File: config.mk
export PLATFORM = sky130hd
export DESIGN_NAME = rowSweeper
export DESIGN_NICKNAME = d
export VERILOG_FILES = /design/src/rtl/rowSweeper_pkg.sv /design/src/rtl/rowSweeper_ctrl.sv /design/src/rtl/rowSweeper_dp.sv /design/src/rtl/rowSweeper.sv
export SDC_FILE = /design/constraint.sdc
export NUM_CORES = 1
export LEC_CHECK = 0
export BUFFER_PORTS_ARGS = -buffer_cell sky130_fd_sc_hd__buf_4
export CORE_UTILIZATION = 39
export DETAILED_ROUTE_END_ITERATION = 10
export PLACE_DENSITY_LB_ADDON = 0.12
export RECOVER_POWER = 25
export SLEW_MARGIN = 10
export SYNTH_ARGS = -nofsm -noshare
export SYNTH_HDL_FRONTEND = slang
export SYNTH_SLANG_ARGS = --single-unit
File: constraint.sdc
create_clock -name clk -period 2.3 [get_ports clk]
set_input_delay 0.345 -clock clk [delete_from_list [all_inputs] [get_ports clk]]
set_output_delay 0.345 -clock clk [all_outputs]
set_load 0.05 [all_outputs]
File: src/rtl/rowSweeper_pkg.sv
package rowSweeper_pkg;

  // Sequencer phases; order matches the per-row walk.
  typedef enum logic [2:0] {
    PH_IDLE  = 3'd0,
    PH_SETUP = 3'd1,
    PH_SAMP1 = 3'd2,
    PH_CLEAR = 3'd3,
    PH_SAMP2 = 3'd4,
    PH_DONE  = 3'd5
  } seqPhase_e;

  // Strobes from control to datapath.
  typedef struct packed {
    logic      loadCfg;     // capture row count and phase lengths
    logic      rowRestart;  // row counter back to 0
    logic      rowStep;     // advance to next row
    logic      phaseLoad;   // reload phase counter
    seqPhase_e phaseSel;    // which length to reload from
    logic      gateOn;      // drive the current row's gate
    logic      clearOn;     // drive the current row's clear
  } seqCtrl_t;

endpackage

File: src/rtl/rowSweeper_ctrl.sv
module rowSweeper_ctrl
  import rowSweeper_pkg::*;
(
  input  logic     clk,
  input  logic     rstN,
  input  logic     startPulse,
  input  logic     phaseLast,
  input  logic     rowLast,
  output seqCtrl_t ctrl,
  output logic     sampStrobe,
  output logic     sampSecond,
  output logic     frameDone
);

  seqPhase_e state, stateNext;

  always_ff @(posedge clk) begin
    if (!rstN) state <= PH_IDLE;
    else       state <= stateNext;
  end

  always_comb begin
    stateNext       = state;
    ctrl            = '0;
    ctrl.phaseSel   = PH_IDLE;
    ctrl.gateOn     = (state == PH_SETUP) || (state == PH_SAMP1) ||
                      (state == PH_CLEAR) || (state == PH_SAMP2);
    ctrl.clearOn    = (state == PH_CLEAR);
    unique case (state)
      PH_IDLE: begin
        if (startPulse) begin
          stateNext       = PH_SETUP;
          ctrl.loadCfg    = 1'b1;
          ctrl.rowRestart = 1'b1;
          ctrl.phaseLoad  = 1'b1;
          ctrl.phaseSel   = PH_SETUP;
        end
      end
      PH_SETUP: begin
        if (phaseLast) begin
          stateNext      = PH_SAMP1;
          ctrl.phaseLoad = 1'b1;
          ctrl.phaseSel  = PH_SAMP1;
        end
      end
      PH_SAMP1: begin
        if (phaseLast) begin
          stateNext      = PH_CLEAR;
          ctrl.phaseLoad = 1'b1;
          ctrl.phaseSel  = PH_CLEAR;
        end
      end
      PH_CLEAR: begin
        if (phaseLast) begin
          stateNext      = PH_SAMP2;
          ctrl.phaseLoad = 1'b1;
          ctrl.phaseSel  = PH_SAMP2;
        end
      end
      PH_SAMP2: begin
        if (phaseLast) begin
          if (rowLast) begin
            stateNext = PH_DONE;
          end else begin
            stateNext      = PH_SETUP;
            ctrl.rowStep   = 1'b1;
            ctrl.phaseLoad = 1'b1;
            ctrl.phaseSel  = PH_SETUP;
          end
        end
      end
      PH_DONE: stateNext = PH_IDLE;
      default: stateNext = PH_IDLE;
    endcase
  end

  // Strobe sits in the final cycle of each sampling window.
  assign sampStrobe = phaseLast && ((state == PH_SAMP1) || (state == PH_SAMP2));
  assign sampSecond = phaseLast && (state == PH_SAMP2);
  assign frameDone  = (state == PH_DONE);

endmodule

File: src/rtl/rowSweeper_dp.sv
module rowSweeper_dp
  import rowSweeper_pkg::*;
#(
  parameter int NUM_ROWS = 64,
  parameter int PHASE_W  = 4,
  localparam int ROW_W   = $clog2(NUM_ROWS),
  localparam int CNT_W   = ROW_W + 1
) (
  input  logic                clk,
  input  logic                rstN,
  input  seqCtrl_t            ctrl,
  input  logic [CNT_W-1:0]    rowCount,
  input  logic [PHASE_W-1:0]  setupLen,
  input  logic [PHASE_W-1:0]  samp1Len,
  input  logic [PHASE_W-1:0]  clearLen,
  input  logic [PHASE_W-1:0]  samp2Len,
  output logic                phaseLast,
  output logic                rowLast,
  output logic [NUM_ROWS-1:0] gateVec,
  output logic [NUM_ROWS-1:0] clearVec,
  output logic [ROW_W-1:0]    rowIdx
);

  localparam logic [CNT_W-1:0]   ROWS_MAX = CNT_W'(NUM_ROWS);
  localparam logic [PHASE_W-1:0] LEN_ONE  = PHASE_W'(1);

  // Zero length behaves as one clock.
  function automatic logic [PHASE_W-1:0] clampLen(input logic [PHASE_W-1:0] l);
    return (l == '0) ? LEN_ONE : l;
  endfunction

  function automatic logic [ROW_W-1:0] lastRowOf(input logic [CNT_W-1:0] rc);
    logic [CNT_W-1:0] lim;
    lim = (rc == '0) ? CNT_W'(1) : ((rc > ROWS_MAX) ? ROWS_MAX : rc);
    return ROW_W'(lim - CNT_W'(1));
  endfunction

  logic [ROW_W-1:0]   cfgLastRow;
  logic [PHASE_W-1:0] cfgSetup, cfgSamp1, cfgClear, cfgSamp2;
  logic [PHASE_W-1:0] phaseCnt, lenPick;

  // Captured settings, held for the whole frame.
  always_ff @(posedge clk) begin
    if (!rstN) begin
      cfgLastRow <= '0;
      cfgSetup   <= LEN_ONE;
      cfgSamp1   <= LEN_ONE;
      cfgClear   <= LEN_ONE;
      cfgSamp2   <= LEN_ONE;
    end else if (ctrl.loadCfg) begin
      cfgLastRow <= lastRowOf(rowCount);
      cfgSetup   <= clampLen(setupLen);
      cfgSamp1   <= clampLen(samp1Len);
      cfgClear   <= clampLen(clearLen);
      cfgSamp2   <= clampLen(samp2Len);
    end
  end

  // Length for the phase being entered; on the start edge the
  // captured copy is not yet valid, so take the inputs directly.
  always_comb begin
    lenPick = LEN_ONE;
    unique case (ctrl.phaseSel)
      PH_SETUP: lenPick = ctrl.loadCfg ? clampLen(setupLen) : cfgSetup;
      PH_SAMP1: lenPick = cfgSamp1;
      PH_CLEAR: lenPick = cfgClear;
      PH_SAMP2: lenPick = cfgSamp2;
      default:  lenPick = LEN_ONE;
    endcase
  end

  // Down counter; zero marks the final cycle of a phase.
  always_ff @(posedge clk) begin
    if (!rstN)                phaseCnt <= '0;
    else if (ctrl.phaseLoad)  phaseCnt <= lenPick - LEN_ONE;
    else if (phaseCnt != '0)  phaseCnt <= phaseCnt - LEN_ONE;
  end

  assign phaseLast = (phaseCnt == '0);

  always_ff @(posedge clk) begin
    if (!rstN)                rowIdx <= '0;
    else if (ctrl.rowRestart) rowIdx <= '0;
    else if (ctrl.rowStep)    rowIdx <= rowIdx + 1'b1;
  end

  assign rowLast = (rowIdx == cfgLastRow);

  // One decoder slice per row channel.
  for (genvar i = 0; i < NUM_ROWS; i++) begin : gRowDec
    logic hit;
    assign hit         = (rowIdx == ROW_W'(i));
    assign gateVec[i]  = ctrl.gateOn  && hit;
    assign clearVec[i] = ctrl.clearOn && hit;
  end

endmodule

File: src/rtl/rowSweeper.sv
module rowSweeper
  import rowSweeper_pkg::*;
#(
  parameter int NUM_ROWS = 64,
  parameter int PHASE_W  = 4,
  localparam int ROW_W   = $clog2(NUM_ROWS),
  localparam int CNT_W   = ROW_W + 1
) (
  input  logic                clk,
  input  logic                rstN,
  input  logic                startPulse,
  input  logic [CNT_W-1:0]    rowCount,
  input  logic [PHASE_W-1:0]  setupLen,
  input  logic [PHASE_W-1:0]  samp1Len,
  input  logic [PHASE_W-1:0]  clearLen,
  input  logic [PHASE_W-1:0]  samp2Len,
  output logic [NUM_ROWS-1:0] gateOut,
  output logic [NUM_ROWS-1:0] clearOut,
  output logic                sampStrobe,
  output logic                sampSecond,
  output logic [ROW_W-1:0]    rowIndex,
  output logic                frameDone
);

  seqCtrl_t ctrl;
  logic     phaseLast, rowLast;

  rowSweeper_ctrl uCtrl (
    .clk        (clk),
    .rstN       (rstN),
    .startPulse (startPulse),
    .phaseLast  (phaseLast),
    .rowLast    (rowLast),
    .ctrl       (ctrl),
    .sampStrobe (sampStrobe),
    .sampSecond (sampSecond),
    .frameDone  (frameDone)
  );

  rowSweeper_dp #(
    .NUM_ROWS (NUM_ROWS),
    .PHASE_W  (PHASE_W)
  ) uDp (
    .clk       (clk),
    .rstN      (rstN),
    .ctrl      (ctrl),
    .rowCount  (rowCount),
    .setupLen  (setupLen),
    .samp1Len  (samp1Len),
    .clearLen  (clearLen),
    .samp2Len  (samp2Len),
    .phaseLast (phaseLast),
    .rowLast   (rowLast),
    .gateVec   (gateOut),
    .clearVec  (clearOut),
    .rowIdx    (rowIndex)
  );

endmodule

==> out/metrics.yaml, run 1 <==
timing:
  fmax_mhz: 448.0
  final_worst_clock_skew_ns: 0.008036
  timing_worst_slew_pin_value_ns: 0.6376
  slew_violations: 0
  timing_hold_violations_final: 0
  unrepaired_setup_endpoints_after_global_routing: "true"
  fin_crit_sh_pct: 97.05
  layout_min_cycle_time_ns: 2.232
  maxSlewHeadroom_pct: 57.68
  setup-violations-final: 0
critical_path:
  crit_arrival_ns: 2.42
  timing.critical_path.cells: "or4_4 > buf_4 > o31ai_1 > or3_1 > nand2_1 > ha_1 > xnor2_1 > nor2_1"
  worstReg2RegEnd: "uDp.phaseCnt[2]"
  sort_of_element_at_the_end_of_the_critical_path: "flop"
  rr_worst_depth: 8
  ff2ff_setup_slack_ns: 0.07
  cp_slowest_cell: "sky130_fd_sc_hd__or4_4"
  worstSetupStartpointType: "flop"
  critical_path.max_fanout: 4
  worst_ep_required_time_ns: 2.49
  critical_path.max_stage_delay_ns: 0.53
  crit_type: "flop to flop"
  crit-reg2reg-launch: "uDp.phaseCnt[0]"
logic_synthesis:
  mappedNetlistNets: 431
  netlist.top_cell.by_area: "sky130_fd_sc_hd__dfxtp_1"
  synthTopCellsByArea: "sky130_fd_sc_hd__dfxtp_1 (27%), sky130_fd_sc_hd__nor2_1 (23%), sky130_fd_sc_hd__nand2_1 (7.7%)"
  synth.yosys.warnings: 0
  synth_sequential_area_ratio_pct: 27.07
  ys_seq_elements: 35
  mapped_avg_cell_area_sq_um: 6.488
  number_of_enable_flip_flop_cells_after_synthesis: 0
  synth.top_cell.area_share_pct: 27.07
  synth_cells: 399
  ys.flop_type: "sky130_fd_sc_hd__dfxtp_1"
  postSynth.asyncResetShare_pct: 0
  synthesis.area_sq_um: 2589
  netlist_cell_types: 47
worst_hold_path:
  min_path_type: "primary input to flop"
  startpoint_of_the_most_critical_hold_path: "samp1Len[0]"
  hold-path-endpoint: "uDp.cfgSamp1[0]"
  holdPathStages: 3
drt:
  ant_nets: 0
  drt-pass1-iter-count: 4
  route.detailed.wl_per_inst_um: 14.60
  route.vias.total: 3307
  drtIter0Drc: 220
  detail_route.wirelength_um: 9446
  drt-vias-per-instance: 5.111
  drt_drc_violations_left: 0
layout:
  layout.cell_area.non_filler_sq_um: 4188
  fin_util_pct: 65.58
  design.final.nets: 601
  insertedDiodeCount: 0
  post_route_cells_drive_above_1_share_pct: 42.28
  flow.area_growth_from_synthesis_pct: 61.77
  layout_commonest_cell: "sky130_fd_sc_hd__buf_4"
  final-instance-count-excl-fill: 647
  layout_common_cells: "sky130_fd_sc_hd__buf_4 (179), sky130_fd_sc_hd__nor2_1 (133), sky130_fd_sc_hd__nand2_1 (50)"
pwr:
  cellPowerDensity_nw_per_um2: 582.1
  irDropWorstVdd_mv: 0.4255
  static_leakage_power_nw: 1.914
grt:
  grt_pass1_wl_um: 14990
  grt.total_usage_pct: 26.32
  number_of_antenna_violations_at_the_first_check_in_global_routing: 0
  pin_count_of_the_biggest_net_entering_global_routing: 28
  grt-ovfl-total: 0
  grt_pass1_vias: 3010
floorplan:
  dieWidth_um: 83.47
  core_sq_um: 6386
  initial_core_util_pct: 40.54
  design.portCount: 163
  die_area_sq_um: 6967
  chipHeight_um: 83.47
  num_rows: 29
placement:
  hpwl_um: 7274
  dpl.cell_count: 638
  gp_routability_congestion: 0.9097
  detailed_place.area_sq_um: 4035
  io_buffers: 162
cts:
  clock_sinks: 35
  cts_htree_levels: 2
  cts-root-to-sink-buffers: 2
  path_clk_slew_ns: 0.08
  clkLatencyLatePin_ns: 0.29
  ctsRootBufferMaster: "sky130_fd_sc_hd__clkbuf_8"
  tritoncts.num_buffers: 5
  tritoncts: "yes"
  cts_hold_buf: 0
status:
  outcome: "finished clean"
flow_run:
  max_cap_violations: 0
-- registers in the layout, indices dropped and copies added (netlist names) --
signal	cells
uDp.phaseCnt	4
uDp.rowIdx	6
uDp.cfgSetup	4
uDp.cfgSamp2	4
uCtrl.state	3
uDp.cfgLastRow	6
uDp.cfgClear	4
uDp.cfgSamp1	4
-- Yosys cell counts (2+ instances only) --
cell,number
sky130_fd_sc_hd__nor2_1,156
sky130_fd_sc_hd__nand2_1,53
sky130_fd_sc_hd__dfxtp_1,35
sky130_fd_sc_hd__clkbuf_1,19
sky130_fd_sc_hd__nor2b_1,13
sky130_fd_sc_hd__nor3_1,12
sky130_fd_sc_hd__xor2_1,11
sky130_fd_sc_hd__a21oi_1,10
sky130_fd_sc_hd__a21boi_0,9
sky130_fd_sc_hd__o21ai_0,7
sky130_fd_sc_hd__ha_1,6
sky130_fd_sc_hd__nand3_1,6
sky130_fd_sc_hd__xnor2_1,5
sky130_fd_sc_hd__a22o_1,4
sky130_fd_sc_hd__inv_1,4
sky130_fd_sc_hd__mux2_2,4
sky130_fd_sc_hd__mux2i_1,4
sky130_fd_sc_hd__nand2b_1,4
sky130_fd_sc_hd__a22oi_1,2
sky130_fd_sc_hd__and3_1,2
sky130_fd_sc_hd__buf_6,2
sky130_fd_sc_hd__nand4_1,2
sky130_fd_sc_hd__nor3b_1,2
sky130_fd_sc_hd__o211a_1,2
sky130_fd_sc_hd__o31ai_1,2
sky130_fd_sc_hd__or3_1,2
-- layout make-up --
class / instances / area (sq um)
multi-input cells: 337 / 1886
clock inverters: 1 / 7.507
fillers: 603 / 2198
inverters: 4 / 15.01
flip-flops and latches: 35 / 709.4
repair buffers: 186 / 1378
well taps: 77 / 96.34
clock buffers: 7 / 96.34
-- per-stage QoR --
stage | worst slack, ns | total power, mW | TNS (ns) | hold WS, ns
floorplan | -0.1560 | 1.547 | -8.672 | 0.4399
global placement | 0.1030 | 1.836 | 0 | 0.4502
detailed placement | 0.03436 | 1.870 | 0 | 0.4550
CTS | 0.01906 | 2.393 | 0 | 0.3125
global route | -0.01867 | 2.590 | -0.01867 | 0.3202
finish | 0.06785 | 2.438 | 0 | 0.3161
-- how the worst max path moves through the flow --
| stage | from | end | slack [ns] | cells after the start |
|---|---|---|---|---|
| 6_report | uDp.phaseCnt[0] | uDp.phaseCnt[2] | 0.07 | 8 |
| 5_1_grt | uDp.phaseCnt[1] | uDp.phaseCnt[2] | -0.02 | 10 |
| 4_1_cts | uDp.phaseCnt[0] | uDp.phaseCnt[3] | 0.02 | 6 |
| 3_5_place_dp | uDp.phaseCnt[0] | uDp.phaseCnt[3] | 0.03 | 6 |
| 3_3_place_gp | uDp.phaseCnt[0] | uDp.phaseCnt[3] | 0.10 | 6 |
| 2_1_floorplan | uCtrl.state[1] | clearOut[48] | -0.16 | 7 |
-- power by group --
part / total (mW) / switching, mW / internal (mW)
Clock: 0.500 / 0.228 / 0.272
Combinational: 1.15 / 0.645 / 0.502
Sequential: 0.791 / 0.0817 / 0.709
Total: 2.44 / 0.954 / 1.48
-- repair_timing --
item                       CTS  global route
setup buffers                0             1
gates resized for setup      9             8
setup endpoints to repair   79            41
pin swaps                    0             2
-- layer usage --
layer | GRT usage (%) | wire [um] | vias up
met2 | 46.35 | 4638 | 118
li1 | - | - | 1634
met4 | 8.475 | 192 | 0
met1 | 32.68 | 4073 | 1539
met3 | 4.352 | 541 | 16
met5 | 0 | 0 | -
-- logic make-up after synthesis --
family          synth area share (%)
compound gates                 14.02
xor+xnor                       5.413
flops                          27.07
simple gates                   42.77
buf+inv                        4.543
fa+ha+maj                      2.900
mux                            3.287
-- critical path: cells and delay by family, from the launching register on --
family,cells,cell delay (ns)
AOI/OAI and AO/OA,1,0.38
and+or+nand+nor,4,0.91
xor gates and xnor gates,1,0.15
DFF,1,0.32
buffers and inverters,1,0.17
adders and majority gates,1,0.21
Note: power is estimated with default switching activity, not from simulation.
==> run 2, diff against run 1 <==
--- a/config.mk
+++ b/config.mk
@@ -8,8 +8,9 @@
 export BUFFER_PORTS_ARGS = -buffer_cell sky130_fd_sc_hd__buf_4
 export CORE_UTILIZATION = 39
 export DETAILED_ROUTE_END_ITERATION = 10
-export PLACE_DENSITY_LB_ADDON = 0.12
+export PLACE_DENSITY_LB_ADDON = 0.25
 export RECOVER_POWER = 25
+export REMOVE_ABC_BUFFERS = 1
 export SLEW_MARGIN = 10
 export SYNTH_ARGS = -nofsm -noshare
 export SYNTH_HDL_FRONTEND = slang
==> out/metrics.yaml, run 2 (synthesis gave the netlist of run 1 again) <==
layout:
  layout_common_cells: "sky130_fd_sc_hd__buf_4 (174), sky130_fd_sc_hd__nor2_1 (154), sky130_fd_sc_hd__nand2_1 (48)"
  multi_input_area_sq_um: 1809  # -4.0%
  insertedDiodeCount: 0  # unchanged
  fillerInstances: 613  # +1.7%
  flow.area_growth_from_synthesis_pct: 58.10
  largest_registers: "uDp.cfgLastRow x6, uDp.rowIdx x6"
  design.final.nets: 605  # +0.67%
  layout_commonest_cell: "sky130_fd_sc_hd__buf_4"
  fin_util_pct: 64.09  # -1.5 points
  final-instance-count-excl-fill: 651  # +0.62%
  post_route_cells_drive_above_1_share_pct: 35.71  # -6.6 points
  register_area_sq_um: 700.7  # -1.2%
cts:
  tritoncts.num_buffers: 5  # unchanged
  path_clk_slew_ns: 0.07  # about the same
  cts_htree_levels: 2  # unchanged
  tritoncts: "yes"
  ctsRootBufferMaster: "sky130_fd_sc_hd__clkbuf_8"
  cts-root-to-sink-buffers: 2  # unchanged
  cts_hold_buf: 0  # unchanged
  clkLatencyLatePin_ns: 0.29  # about the same
  clock_sinks: 35  # unchanged
drt:
  detail_route.wirelength_um: 9068  # -4.0%
  drt_drc_violations_left: 0  # unchanged
  drt-vias-per-instance: 5.098  # -0.25%
  route.vias.total: 3319  # +0.36%
  drtIter0Drc: 166  # -25%
  route.detailed.wl_per_inst_um: 13.93  # -4.6%
  drt-pass1-iter-count: 5  # +1
  ant_nets: 0  # unchanged
critical_path:
  crit_arrival_ns: 2.41  # about the same
  rr_worst_depth: 8  # unchanged
  critical_path.max_fanout: 4  # unchanged
  critical_path.max_stage_delay_ns: 0.36  # -0.17 ns
  timing.critical_path.cells: "clkbuf_1 > nor4_4 > clkbuf_4 > and3_1 > a21boi_4 > o22ai_2 > a211oi_2 > mux2_2"
  sort_of_element_at_the_end_of_the_critical_path: "flop"
  worstSetupStartpointType: "flop"
  crit_type: "flop to flop"
  worst_ep_required_time_ns: 2.49  # about the same
  cp_delay_by_family_top: "compound AO/OA/AOI/OAI gates"
  critical_path_cell_count: 8  # unchanged
  critPathBufInv: 2  # +1
  ff2ff_setup_slack_ns: 0.08  # about the same
  cp_slowest_cell: "sky130_fd_sc_hd__nor4_4"
timing:
  timing_hold_violations_final: 0  # unchanged
  slew_violations: 0  # unchanged
  maxSlewHeadroom_pct: 48.82  # -8.9 points
  setup-violations-final: 0  # unchanged
  final_worst_clock_skew_ns: 0.007173  # -0.0008632 ns
  unrepaired_setup_endpoints_after_global_routing: "true"
  final.setup.tns_ns: 0  # unchanged
  fmax_mhz: 449.7  # +0.39%
  fin_crit_sh_pct: 96.68  # -0.37 points
  layout_min_cycle_time_ns: 2.224  # -0.008605 ns
  timing_worst_slew_pin_value_ns: 0.7677  # +0.1302 ns
status:
  outcome: "finished clean"
floorplan:
  design.portCount: 163  # unchanged
  num_rows: 29  # unchanged
  initial_core_util_pct: 40.54  # unchanged
  chipHeight_um: 83.47  # unchanged
  core_sq_um: 6386  # unchanged
  die_area_sq_um: 6967  # unchanged
  dieWidth_um: 83.47  # unchanged
grt:
  number_of_antenna_violations_at_the_first_check_in_global_routing: 0  # unchanged
  pin_count_of_the_biggest_net_entering_global_routing: 28  # unchanged
  grt.total_usage_pct: 25.58  # -0.74 points
  grt_pass1_wl_um: 14620  # -2.5%
  grt_pass1_vias: 2983  # -0.90%
  grt-ovfl-total: 0  # unchanged
worst_hold_path:
  holdPathStages: 3  # unchanged
  min_path_type: "primary input to flop"
placement:
  dpl.cell_count: 641  # +0.47%
  hpwl_um: 6862  # -5.7%
  gp_routability_congestion: 0.9045  # -0.57%
  io_buffers: 162  # unchanged
pwr:
  cellPowerDensity_nw_per_um2: 584.1  # +0.35%
  power_mw: 2.391  # -1.9%
  irDropWorstVdd_mv: 0.5178  # +22%
  static_leakage_power_nw: 1.887  # -1.4%
flow_run:
  max_cap_violations: 0  # unchanged
-- run 2: cell type report --
type / instances / area share [%]
Clock buffer: 8 / 2.446
Inverter: 4 / 0.3669
Multi-Input combinational cell: 337 / 44.21
Sequential cell: 35 / 17.12
Tap cell: 77 / 2.354
Timing Repair Buffer: 190 / 33.51
-- run 2: per-stage QoR --
stage / hold slack [ns] / setup slack, ns / instance area (sq um)
floorplan: 0.4069 / -0.3035 / 2486
global placement: 0.4574 / 0.07003 / 3999
detailed placement: 0.4577 / 0.05778 / 3999
CTS: 0.3060 / 0.003111 / 4111
global route: 0.3196 / -0.03024 / 4093
finish: 0.3106 / 0.07646 / 4093
-- run 2: path summary, 6_finish.rpt --
check / from / endpoint
max reg2reg: uDp.phaseCnt[1] / uDp.phaseCnt[3]
max: uDp.phaseCnt[1] / uDp.phaseCnt[3]
min: samp1Len[2] / uDp.cfgSamp1[2]
min reg2reg: uDp.cfgSamp1[3] / uDp.cfgSamp1[3]
-- run 2: what timing repair did --
action	in CTS	in global routing
setup buffers	0	2
endpoints found under the setup margin	55	23
resized for setup	5	7
pin swaps	0	2
-- run 2: worst reg2reg max path: cells and delay by family (launching register included) --
family | cells | cell delay (ns)
simple gates | 2 | 0.53
compound gates | 3 | 0.59
buf+inv | 2 | 0.34
mux | 1 | 0.35
flops | 1 | 0.31
-- run 2: where the power goes --
| group | internal, mW | total, mW | switching [mW] |
|---|---|---|---|
| Sequential | 0.707 | 0.773 | 0.0659 |
| Combinational | 0.489 | 1.13 | 0.637 |
| Clock | 0.273 | 0.492 | 0.219 |
-- run 2: metal layers --
layer  global-route usage (%)  vias up  wire length [um]
li1                         -     1648                 -
met1                    31.62     1560              3837
met2                    44.56       99              4598
met3                    5.440       12               490
met4                    7.704        0               142
met5                        0        -                 0
==> run 3, diff against run 2 <==
==> constraint.sdc (replaced) <==
create_clock -name clk -period 2.3 [get_ports clk]
set_input_delay 0.46 -clock clk [delete_from_list [all_inputs] [get_ports clk]]
set_output_delay 0.46 -clock clk [all_outputs]
set_load 0.05 [all_outputs]
==> out/metrics.yaml, run 3 (synthesis gave the netlist of run 1 again) <==
grt:
  number_of_antenna_violations_at_the_first_check_in_global_routing: 0  # unchanged
  grt-ovfl-total: 0  # unchanged
  grt_pass1_wl_um: 15190  # +3.9%
  pin_count_of_the_biggest_net_entering_global_routing: 28  # unchanged
  grt_pass1_vias: 3073  # +3.0%
  grt.total_usage_pct: 26.38  # +0.81 points
pwr:
  irDropWorstVdd_mv: 0.5953  # +15%
  power.share.switching_pct: 38.45  # -0.10 points
  cellPowerDensity_nw_per_um2: 566.8  # -3.0%
  seq_pwr_share_pct: 32.2  # about the same
  clock_power_share_pct: 18.9  # -1.7 points
  internal_power_mw: 1.493  # +1.6%
  static_leakage_power_nw: 1.976  # +4.7%
  switchingPower_uw: 933.0  # +1.2%
  comb_power_share_pct: 48.9  # +1.8 points
cts:
  clock_sinks: 35  # unchanged
  path_clk_slew_ns: 0.07  # about the same
  clkLatencyLatePin_ns: 0.29  # about the same
  ctsRootBufferMaster: "sky130_fd_sc_hd__clkbuf_8"
  tritoncts.num_buffers: 5  # unchanged
  cts_htree_levels: 2  # unchanged
  tritoncts: "yes"
  cts_hold_buf: 0  # unchanged
  cts-root-to-sink-buffers: 2  # unchanged
floorplan:
  core_sq_um: 6386  # unchanged
  num_rows: 29  # unchanged
  die_area_sq_um: 6967  # unchanged
  dieWidth_um: 83.47  # unchanged
  chipHeight_um: 83.47  # unchanged
  initial_core_util_pct: 40.54  # unchanged
  design.portCount: 163  # unchanged
critical_path:
  ff2ff_setup_slack_ns: 0.01  # -0.06 ns
  worstReg2RegEnd: "uDp.phaseCnt[3]"
  worstSetupStartpointType: "flop"
  crit-reg2reg-launch: "uDp.cfgLastRow[1]"
  sort_of_element_at_the_end_of_the_critical_path: "flop"
  crit_arrival_ns: 2.47  # +0.06 ns
  timing.critical_path.from: "uDp.cfgLastRow[1]"
  worst_setup_path_endpoint: "uDp.phaseCnt[3]"
  critical_path.max_fanout: 4  # unchanged
  rr_worst_depth: 7  # -1
  crit_type: "flop to flop"
  worst_ep_required_time_ns: 2.48  # about the same
timing:
  slew_violations: 0  # unchanged
  maxSlewHeadroom_pct: 58.11  # +9.3 points
  final_worst_clock_skew_ns: 0.007018  # -0.0001543 ns
  layout_min_cycle_time_ns: 2.287  # +0.06315 ns
  hold_ws_ns: 0.4290  # +0.1184 ns
  fmax_mhz: 437.3  # -2.8%
  fin_crit_sh_pct: 99.42  # +2.7 points
  unrepaired_setup_endpoints_after_global_routing: "true"
  setup-violations-final: 0  # unchanged
  timing_hold_violations_final: 0  # unchanged
  timing_worst_slew_pin_value_ns: 0.6231  # -0.1447 ns
drt:
  drtIter0Drc: 132  # -20%
  ant_nets: 0  # unchanged
  route.vias.total: 3348  # +0.87%
  route.detailed.wl_per_inst_um: 14.55  # +4.4%
  drt-vias-per-instance: 5.111  # +0.26%
  drt-pass1-iter-count: 4  # -1
  detail_route.wirelength_um: 9528  # +5.1%
  drt_drc_violations_left: 0  # unchanged
layout:
  post_route_cells_drive_above_1_share_pct: 41.35  # +5.6 points
  layout_commonest_cell: "sky130_fd_sc_hd__buf_4"
  largest_registers: "uDp.cfgLastRow x6, uDp.rowIdx x6"
  layout_common_cells: "sky130_fd_sc_hd__buf_4 (175), sky130_fd_sc_hd__nor2_1 (144), sky130_fd_sc_hd__nand2_1 (51)"
  flow.area_growth_from_synthesis_pct: 65.35
  insertedDiodeCount: 0  # unchanged
  fin_util_pct: 67.03  # +2.9 points
  design.final.nets: 610  # +0.83%
status:
  outcome: "finished clean"
placement:
  gp_routability_congestion: 0.9170  # +1.4%
  hpwl_um: 7097  # +3.4%
  io_buffers: 162  # unchanged
worst_hold_path:
  min_path_type: "primary input to flop"
flow_run:
  max_cap_violations: 0  # unchanged
run 3: layer usage:
metal	up-vias	wire length, um	track usage, %
li1	1649	-	-
met1	1583	4065	32.31
met3	7	483	4.748
met4	0	89	6.934
met5	-	0	0
met2	109	4889	47.47
run 3: layout make-up:
cell class	count	area, sq um
flip-flops and latches	35	704.4
clock buffers	6	82.58
multi-input cells	337	1861
inverters	4	15.01
fillers	586	2106
repair buffers	195	1516
clock inverters	1	5.005
well taps	77	96.34
run 3: per-stage QoR:
step / instance area [sq um] / std cells / TNS (ns) / total power [mW] / setup slack (ns)
floorplan: 2486 / 376 / -23.28 / 1.498 / -0.3113
detailed placement: 4044 / 647 / 0 / 1.910 / 0.01456
finish: 4280 / 655 / 0 / 2.426 / 0.01331
global route: 4280 / 655 / -0.2224 / 2.579 / -0.09044
CTS: 4150 / 654 / -0.007342 / 2.378 / -0.007342
global placement: 4044 / 647 / 0 / 1.889 / 0.03188
run 3: timing repair:
item / 4_1_cts / 5_1_grt
gates cloned: 0 / 0
gates resized for setup: 6 / 41
pin swaps: 0 / 3
setup endpoints to repair: 40 / 114
setup buffers: 0 / 1
run 3: worst max-delay path: stages (launching register included):
cell and delay [ns]:
sky130_fd_sc_hd__dfxtp_1 0.33, sky130_fd_sc_hd__xor2_1 0.16, sky130_fd_sc_hd__nor4_1 0.42, sky130_fd_sc_hd__buf_4 0.22, sky130_fd_sc_hd__a21boi_4 0.07, sky130_fd_sc_hd__or3_4 0.40
sky130_fd_sc_hd__a211oi_2 0.23, sky130_fd_sc_hd__mux2_2 0.35
run 3: worst min path at each step:
stage / start / endpoint / slack [ns] / depth (start not counted)
3_3_place_gp: uDp.cfgSamp1[1] / uDp.cfgSamp1[1] / 0.46 / 2
4_1_cts: samp2Len[0] / uDp.cfgSamp2[0] / 0.42 / 3
6_report: samp2Len[0] / uDp.cfgSamp2[0] / 0.43 / 3
5_1_grt: clearLen[2] / uDp.cfgClear[2] / 0.44 / 3
2_1_floorplan: uDp.cfgSamp2[1] / uDp.cfgSamp2[1] / 0.44 / 2
3_5_place_dp: uDp.cfgSamp1[1] / uDp.cfgSamp1[1] / 0.46 / 2
run 3: power by group through the flow:
stage | Sequential, mW | Clock [mW] | Combinational [mW]
6_report | 0.780 | 0.458 | 1.19
5_1_grt | 0.791 | 0.489 | 1.30
4_1_cts | 0.777 | 0.468 | 1.13
3_5_place_dp | 0.789 | 0 | 1.12
3_3_place_gp | 0.787 | 0 | 1.10
2_1_floorplan | 0.805 | 0 | 0.693
